## src/rtl/csr_pkg.sv

```systemverilog
package csr_pkg;

  typedef enum logic [2:0] {
    OP_FENCE = 3'b000,
    OP_SWAP  = 3'b001,
    OP_SET   = 3'b010,
    OP_CLR   = 3'b011,
    OP_RSV   = 3'b100,
    OP_SWAPI = 3'b101,
    OP_SETI  = 3'b110,
    OP_CLRI  = 3'b111
  } csr_op_e;

  localparam logic [11:0] A_ISA     = 12'h301;
  localparam logic [11:0] A_TVEC    = 12'h305;
  localparam logic [11:0] A_SCRATCH = 12'h340;
  localparam logic [11:0] A_PEND    = 12'h344;

  localparam int PEND_TIMER_BIT = 7;
  localparam int PEND_EXT_BIT   = 11;

  typedef struct packed {
    logic isa;
    logic tvec;
    logic scratch;
    logic pend;
  } csr_sel_t;

endpackage

```

## src/rtl/csr_rst_sync.sv

```systemverilog
module csr_rst_sync #(
  parameter int STAGES = 2
) (
  input  logic clk,
  input  logic rst_n,
  output logic rst_sync_n
);
  logic [STAGES-1:0] chain_q;
  logic [STAGES-1:0] chain_d;

  always_comb begin
    chain_d = {chain_q[STAGES-2:0], 1'b1};
  end

  always_ff @(posedge clk or negedge rst_n) begin
    if (!rst_n) chain_q <= '0;
    else        chain_q <= chain_d;
  end

  assign rst_sync_n = chain_q[STAGES-1];
endmodule

```

## src/rtl/csr_decode.sv

```systemverilog
module csr_decode
  import csr_pkg::*;
#(
  parameter int XLEN = 32
) (
  input  logic            valid_i,
  input  logic [2:0]      op_i,
  input  logic [11:0]     addr_i,
  input  logic [4:0]      rs1_i,
  input  logic [XLEN-1:0] src_i,
  input  logic [XLEN-1:0] old_i,
  output csr_sel_t        sel_o,
  output logic            is_csr_o,
  output logic            illegal_o,
  output logic            wr_en_o,
  output logic [XLEN-1:0] wdata_o,
  output logic            fence_o
);
  localparam int IMM_W = 5;

  csr_op_e         op;
  logic [1:0]      kind;
  logic [XLEN-1:0] operand;
  logic            known;
  logic            wants_write;
  logic            read_only;
  logic            reserved;

  always_comb begin
    op          = csr_op_e'(op_i);
    kind        = op_i[1:0];
    operand     = op_i[2] ? {{(XLEN-IMM_W){1'b0}}, rs1_i} : src_i;
    is_csr_o    = valid_i && (kind != 2'b00);
    fence_o     = valid_i && (op == OP_FENCE);
    reserved    = valid_i && (op == OP_RSV);

    sel_o.isa     = (addr_i == A_ISA);
    sel_o.tvec    = (addr_i == A_TVEC);
    sel_o.scratch = (addr_i == A_SCRATCH);
    sel_o.pend    = (addr_i == A_PEND);
    known         = |sel_o;

    wants_write = (kind == 2'b01) || (rs1_i != '0);
    read_only   = (addr_i[11:10] == 2'b11) || sel_o.isa;

    illegal_o = reserved || (is_csr_o && (!known || (wants_write && read_only)));
    wr_en_o   = is_csr_o && wants_write && !illegal_o;

    case (kind)
      2'b01:   wdata_o = operand;
      2'b10:   wdata_o = old_i | operand;
      2'b11:   wdata_o = old_i & ~operand;
      default: wdata_o = old_i;
    endcase
  end
endmodule

```

## src/rtl/csr_regs.sv

```systemverilog
module csr_regs
  import csr_pkg::*;
#(
  parameter int              XLEN      = 32,
  parameter logic [XLEN-1:0] ISA_WORD  = 32'h4000_1100
) (
  input  logic            clk,
  input  logic            rst_n,
  input  logic            commit_i,
  input  logic            wr_en_i,
  input  csr_sel_t        sel_i,
  input  logic [XLEN-1:0] wdata_i,
  input  logic            irq_timer_i,
  input  logic            irq_ext_i,
  output logic [XLEN-1:0] rdata_o
);
  localparam int TVEC_LSB = 2;

  logic [XLEN-1:0]        scratch_q, scratch_d;
  logic [XLEN-1:TVEC_LSB] tvec_q, tvec_d;
  logic                   scratch_en, tvec_en;
  logic [XLEN-1:0]        pend_val;

  always_comb begin
    scratch_en = commit_i && wr_en_i && sel_i.scratch;
    tvec_en    = commit_i && wr_en_i && sel_i.tvec;
    scratch_d  = wdata_i;
    tvec_d     = wdata_i[XLEN-1:TVEC_LSB];
  end

  always_ff @(posedge clk or negedge rst_n) begin
    if (!rst_n)          scratch_q <= '0;
    else if (scratch_en) scratch_q <= scratch_d;
  end

  always_ff @(posedge clk or negedge rst_n) begin
    if (!rst_n)       tvec_q <= '0;
    else if (tvec_en) tvec_q <= tvec_d;
  end

  always_comb begin
    pend_val                 = '0;
    pend_val[PEND_TIMER_BIT] = irq_timer_i;
    pend_val[PEND_EXT_BIT]   = irq_ext_i;
    rdata_o = '0;
    if (sel_i.isa)     rdata_o = ISA_WORD;
    if (sel_i.tvec)    rdata_o = {tvec_q, {TVEC_LSB{1'b0}}};
    if (sel_i.scratch) rdata_o = scratch_q;
    if (sel_i.pend)    rdata_o = pend_val;
  end

  // a committed scratch write lands whole
  a_r2_scratch_load: assert property (@(posedge clk) disable iff (!rst_n)
    scratch_en |=> scratch_q == $past(wdata_i));

  // the trap vector keeps only the base, never the mode bits
  a_r8_tvec_direct: assert property (@(posedge clk) disable iff (!rst_n)
    tvec_en |=> {tvec_q, 2'b00} == ($past(wdata_i) & ~32'h3));

  // no commit, no change
  a_r12_hold_no_commit: assert property (@(posedge clk) disable iff (!rst_n)
    !commit_i |=> $stable(scratch_q) && $stable(tvec_q));

  // pending word follows the lines
  a_r9_pend_follow: assert property (@(posedge clk) disable iff (!rst_n)
    sel_i.pend |-> (rdata_o[PEND_TIMER_BIT] == irq_timer_i) &&
                   (rdata_o[PEND_EXT_BIT] == irq_ext_i) &&
                   ($countones(rdata_o) == 32'(irq_timer_i) + 32'(irq_ext_i)));
endmodule

```

## src/rtl/csr_fence_unit.sv

```systemverilog
module csr_fence_unit
  import csr_pkg::*;
#(
  parameter int              XLEN     = 32,
  parameter logic [XLEN-1:0] ISA_WORD = 32'h4000_1100,
  parameter int              RST_SYNC = 2
) (
  input  logic            clk,
  input  logic            rst_n,
  input  logic            valid_i,
  input  logic [2:0]      op_i,
  input  logic [11:0]     csr_addr_i,
  input  logic [4:0]      rs1_i,
  input  logic [4:0]      rd_i,
  input  logic [XLEN-1:0] src_i,
  input  logic            commit_i,
  input  logic            irq_timer_i,
  input  logic            irq_ext_i,
  output logic [XLEN-1:0] rdata_o,
  output logic            illegal_o,
  output logic            fence_ack_o
);
  logic            rst_sync_n;
  csr_sel_t        sel;
  logic            is_csr, illegal, wr_en, fence;
  logic [XLEN-1:0] old_val, wdata;

  csr_rst_sync #(.STAGES(RST_SYNC)) u_rst (
    .clk        (clk),
    .rst_n      (rst_n),
    .rst_sync_n (rst_sync_n)
  );

  csr_decode #(.XLEN(XLEN)) u_dec (
    .valid_i   (valid_i),
    .op_i      (op_i),
    .addr_i    (csr_addr_i),
    .rs1_i     (rs1_i),
    .src_i     (src_i),
    .old_i     (old_val),
    .sel_o     (sel),
    .is_csr_o  (is_csr),
    .illegal_o (illegal),
    .wr_en_o   (wr_en),
    .wdata_o   (wdata),
    .fence_o   (fence)
  );

  csr_regs #(.XLEN(XLEN), .ISA_WORD(ISA_WORD)) u_regs (
    .clk         (clk),
    .rst_n       (rst_sync_n),
    .commit_i    (commit_i),
    .wr_en_i     (wr_en),
    .sel_i       (sel),
    .wdata_i     (wdata),
    .irq_timer_i (irq_timer_i),
    .irq_ext_i   (irq_ext_i),
    .rdata_o     (old_val)
  );

  always_comb begin
    rdata_o     = (is_csr && !illegal && (rd_i != '0)) ? old_val : '0;
    illegal_o   = illegal;
    fence_ack_o = fence;
  end

  // the ISA word is constant whenever it is returned
  a_r6_isa_const: assert property (@(posedge clk) disable iff (!rst_sync_n)
    (valid_i && csr_addr_i == A_ISA && !illegal_o && rd_i != '0) |-> rdata_o == ISA_WORD);

  // the fence is legal and touches nothing
  a_r10_fence_clean: assert property (@(posedge clk) disable iff (!rst_sync_n)
    fence_ack_o |-> !illegal_o && !wr_en && rdata_o == '0);

  // reserved op code traps
  a_r11_reserved: assert property (@(posedge clk) disable iff (!rst_sync_n)
    (valid_i && op_i == 3'b100) |-> illegal_o);

  // an illegal instruction reports zero and writes nothing
  a_r12_illegal_quiet: assert property (@(posedge clk) disable iff (!rst_sync_n)
    illegal_o |-> !wr_en && rdata_o == '0 && !fence_ack_o);

  // set/clear with a zero source field never write
  a_r5_no_write_zero: assert property (@(posedge clk) disable iff (!rst_sync_n)
    (valid_i && op_i[1] && rs1_i == '0) |-> !wr_en);
endmodule

```

## config.mk

```make
export PLATFORM = sky130hd
export DESIGN_NAME = csr_fence_unit
export DESIGN_NICKNAME = d
export VERILOG_FILES = /design/src/rtl/csr_pkg.sv /design/src/rtl/csr_rst_sync.sv /design/src/rtl/csr_decode.sv /design/src/rtl/csr_regs.sv /design/src/rtl/csr_fence_unit.sv
export SDC_FILE = /design/constraint.sdc
export NUM_CORES = 1
export LEC_CHECK = 0
export BUFFER_PORTS_ARGS = -buffer_cell sky130_fd_sc_hd__buf_4
export CORE_MARGIN = 10
export CORE_UTILIZATION = 59
export DETAILED_ROUTE_END_ITERATION = 10
export PLACE_DENSITY = 0.86
export SETUP_SLACK_MARGIN = 0.15
export SLEW_MARGIN = 10
export SYNTH_ARGS = -nofsm -noshare
export SYNTH_HDL_FRONTEND = slang
export SYNTH_SLANG_ARGS = --single-unit
export TNS_END_PERCENT = 20
```

## constraint.sdc

```tcl
create_clock -name clk -period 5.03 [get_ports clk]
set_input_delay 0.2515 -clock clk [delete_from_list [all_inputs] [get_ports clk]]
set_output_delay 0.2515 -clock clk [all_outputs]
set_load 0.02 [all_outputs]
```

==> flow_summary.rst <==
.. list-table::
   :header-rows: 1

   * - Metric
     - Value
   * - Run status
     - completed
   * - Reg power frac
     - 43.9%
   * - Power per unit of standard cell area
     - 228 nW/um^2
   * - Routed vias/inst
     - 6.40
   * - Area growth from synthesis to layout
     - 22.7%
   * - CTS clk-pin slew, worst paths
     - 0.07 ns
   * - Mapped Avg Cell Area
     - 8.36 sq um
   * - Fraction of power spent switching nets
     - 24.6%
   * - Number of antenna violations at the first check in global routing
     - 0
   * - Overall die width
     - 104 um
   * - Count of pins over their slew limit
     - 0
   * - Classification of the worst-slack hold path
     - in -> async
   * - Worst hold-check slack
     - 0.219 ns
   * - Number of synthesis warnings
     - 0
   * - Netlist Area Pre-Place
     - 4190 sq um
   * - Sum of negative setup slack
     - 0 ns
   * - Post-synth EDFFs
     - 0
   * - Most common cell after layout, fill and taps aside
     - buf_4
   * - First-pass iteration count of the detailed router
     - 5
   * - Clock latency of the later-clocked register in the worst-skew pair
     - 0.35 ns
   * - Die Footprint
     - 10,900 sq um
   * - Part of the cycle the worst path needs
     - 67.4%
   * - Internal Pwr Total
     - 885 uW
   * - Clock tree from TritonCTS
     - done
   * - CTS buffer count
     - 9
   * - Max transition margin
     - 21.1%
   * - Critical path class
     - in -> out
   * - Setup repair after global routing missed its margin
     - false
   * - Multi-input combinational cell area
     - 2370 sq um
   * - Global Route Usage Sum
     - 23.5%
   * - Highest clock frequency the design can meet
     - 295 MHz
   * - Fraction of final layout cells with drive strength greater than 1
     - 25.0%
   * - Met2 track demand over resource
     - 39.6%
   * - Max cap viols
     - 0
   * - Final critical delay including setup and external delays
     - 3.39 ns
   * - Pin slew with the least headroom to its limit
     - 1.18 ns
   * - Setup Viol. Count Final
     - 0
   * - Number of distinct library cells after synthesis
     - 46
   * - Final routed DRC violation total
     - 0
   * - Global placer's final weighted congestion
     - 0.915
   * - Core Area
     - 6830 sq um
   * - H-tree Lvls
     - 3
   * - Skew final
     - 0.00544 ns
   * - Average wire per standard cell
     - 20.0 um
   * - Static leakage
     - 0.00223 uW
   * - Worst vdd ir
     - 0.152 mV
   * - Yosys reg bits
     - 64
   * - Via count of the first global-routing pass
     - 4,322
   * - Sequential-to-total area share from yosys stat
     - 38.2%
   * - Detail Route Antenna Nets
     - 0
   * - Diode count
     - 0
   * - Drt total wl
     - 13,300 um
   * - Final Net Count
     - 630
   * - Buffer type at the clock tree root
     - clkbuf_8
   * - Type of origin of the critical path
     - input pin
   * - Boundary pin count
     - 97
   * - Switching power
     - 289 uW
   * - Largest net degree at the start of global routing
     - 63
   * - Vias post-DR
     - 4,273
   * - Share of synthesized flip-flops with an asynchronous set or reset
     - 100%
   * - Synthesized net count
     - 564
   * - Total clock sinks
     - 64
   * - Number of DRC markers in iteration 0
     - 373
   * - Post-CTS Setup Inserts
     - 0
   * - Number of buffers inserted by port buffering
     - 96
   * - Seq. cell area
     - 1600 sq um
   * - Power share of the combinational group
     - 12.3%
   * - Wire length of the first global-routing pass
     - 21,500 um
   * - Remaining Overflow, GRT
     - 0
   * - Most frequent cells in the layout
     - buf_4 (104), nand2_1 (66), dfrtp_1 (63), o21ai_1 (36), nand2b_1 (30)
   * - Count of endpoints failing hold in the final timing report
     - 0
   * - Sum of net half-perimeters after detailed placement
     - 8450 um
   * - Kind of end point of the critical path
     - output port
   * - Global routing usage on met1
     - 28.1%
   * - Filler instances
     - 524
   * - Grt peak-use layer
     - met2
   * - GRT met3 Usage
     - 5.27%
   * - Top flip-flop cell by instance count after synthesis
     - dfrtp_1
   * - Number of standard-cell rows in the floorplan
     - 30
   * - Overall die height
     - 104 um
   * - Design Power
     - 1170 uW
   * - Cells after synthesis
     - 501
   * - Critical Path RT
     - 4.78 ns
   * - Number of cells traversed by the worst register-to-register path
     - 5
   * - Initial core utilization
     - 61.3%
   * - Buffers from clock root to sink, at most
     - 2
   * - Arrival time at the worst endpoint
     - 3.14 ns
   * - Relative contribution of the clock network to total power
     - 43.8%
   * - Worst-path fanout max
     - 39
## routing by layer
metal | wire length, um | part of all wire, % | vias up
li1 | - | - | 1940
met1 | 5240 | 39 | 2043
met2 | 6700 | 50 | 262
met3 | 1170 | 8.8 | 28
met4 | 230 | 1.7 | 0
met5 | 0 | 0 | -
## worst max-delay path, cell delays in order
cell and delay, ns:
buf_4 0.38, nor2b_2 0.08, buf_4 0.27, nor3_2 0.33, o211ai_1 0.17, or4_1 1.00, nor4_1 0.42, buf_4 0.21
## through the flow
step	instances	worst slack, ns	util (%)	instance area, sq um
2_1_floorplan	501	2.22	-	4190
3_3_place_gp	651	1.82	71.7	4900
3_5_place_dp	651	1.72	71.7	4900
4_1_cts	668	1.69	75.3	5140
5_1_grt	668	1.47	75.3	5140
6_report	668	1.64	75.3	5140
## registers in the layout, indices dropped and copies added (netlist names)
register          cells
u_regs.scratch_q     32
u_regs.tvec_q        30
u_rst.chain_q         2
## cell usage after synthesis, types with 3 or more instances
| library cell | instances | share of area (%) |
|---|---|---|
| a22o_1 | 25 | 5.2 |
| a22oi_1 | 7 | 1.3 |
| a31oi_1 | 3 | 0.45 |
| a41o_1 | 3 | 0.72 |
| and3_1 | 25 | 3.7 |
| buf_1 | 6 | 0.54 |
| buf_2 | 9 | 1.1 |
| clkbuf_1 | 34 | 3.0 |
| dfrtp_1 | 64 | 38 |
| inv_1 | 6 | 0.54 |
| mux2_2 | 8 | 2.2 |
| mux2i_1 | 3 | 0.72 |
| nand2_1 | 66 | 5.9 |
| nand2b_1 | 30 | 4.5 |
| nand3_1 | 24 | 2.9 |
| nand4_1 | 23 | 3.4 |
| nand4b_1 | 3 | 0.63 |
| nor2_1 | 4 | 0.36 |
| nor2b_1 | 29 | 4.3 |
| nor4_1 | 4 | 0.60 |
| o211ai_1 | 5 | 0.90 |
| o21ai_0 | 20 | 2.4 |
| o21ai_1 | 36 | 4.3 |
| o21ba_2 | 4 | 0.96 |
| o21bai_1 | 26 | 4.7 |
| o22ai_1 | 3 | 0.45 |
| or4_1 | 8 | 1.4 |
## area by class of cell
type / instances / area share [%]
multi-input cells: 381 / 46.2
flip-flops and latches: 64 / 31.2
repair buffers: 105 / 15.4
clock buffers: 11 / 2.94
well taps: 96 / 2.34
clock inverters: 5 / 1.53
inverters: 6 / 0.438
## timing repair
| item | CTS | global route |
|---|---|---|
| hold buffers | 1 | 0 |
| hold endpoints to repair | 2 | 0 |
| resized for setup | 0 | 0 |
## power groups by stage
| stage | combinational, uW | clock (uW) | sequential (uW) |
|---|---|---|---|
| floorplan | 70.8 | 0 | 532 |
| global placement | 137 | 0 | 525 |
| detailed placement | 141 | 0 | 525 |
| CTS | 143 | 519 | 515 |
| global route | 156 | 546 | 515 |
| finish | 145 | 514 | 516 |
## kinds of logic (layout without fill, tap and decap cells)
group	after synthesis	after routing	synth area share, %
simple gates	227	227	30.1
buf+inv	56	127	5.47
other cells	1	1	0.0895
mux	11	11	2.87
compound gates	142	142	23.3
flops	64	64	38.2
## worst paths after layout
path                       slack [ns]                              end                             start
setup / recovery                 1.64                       rdata_o[0]                           op_i[1]
max in group asynchronous        4.06     u_regs.tvec_q[2]$_DFFE_PN0P_        u_rst.chain_q[1]$_DFF_PN0_
hold / removal                   0.22       u_rst.chain_q[1]$_DFF_PN0_                             rst_n
setup reg to reg                 3.45    u_regs.tvec_q[11]$_DFFE_PN0P_  u_regs.scratch_q[11]$_DFFE_PN0P_
hold reg to reg                  0.36       u_rst.chain_q[1]$_DFF_PN0_        u_rst.chain_q[0]$_DFF_PN0_
min in group clk                 0.33  u_regs.scratch_q[0]$_DFFE_PN0P_                          src_i[0]
(Power assumes the default switching activity.)
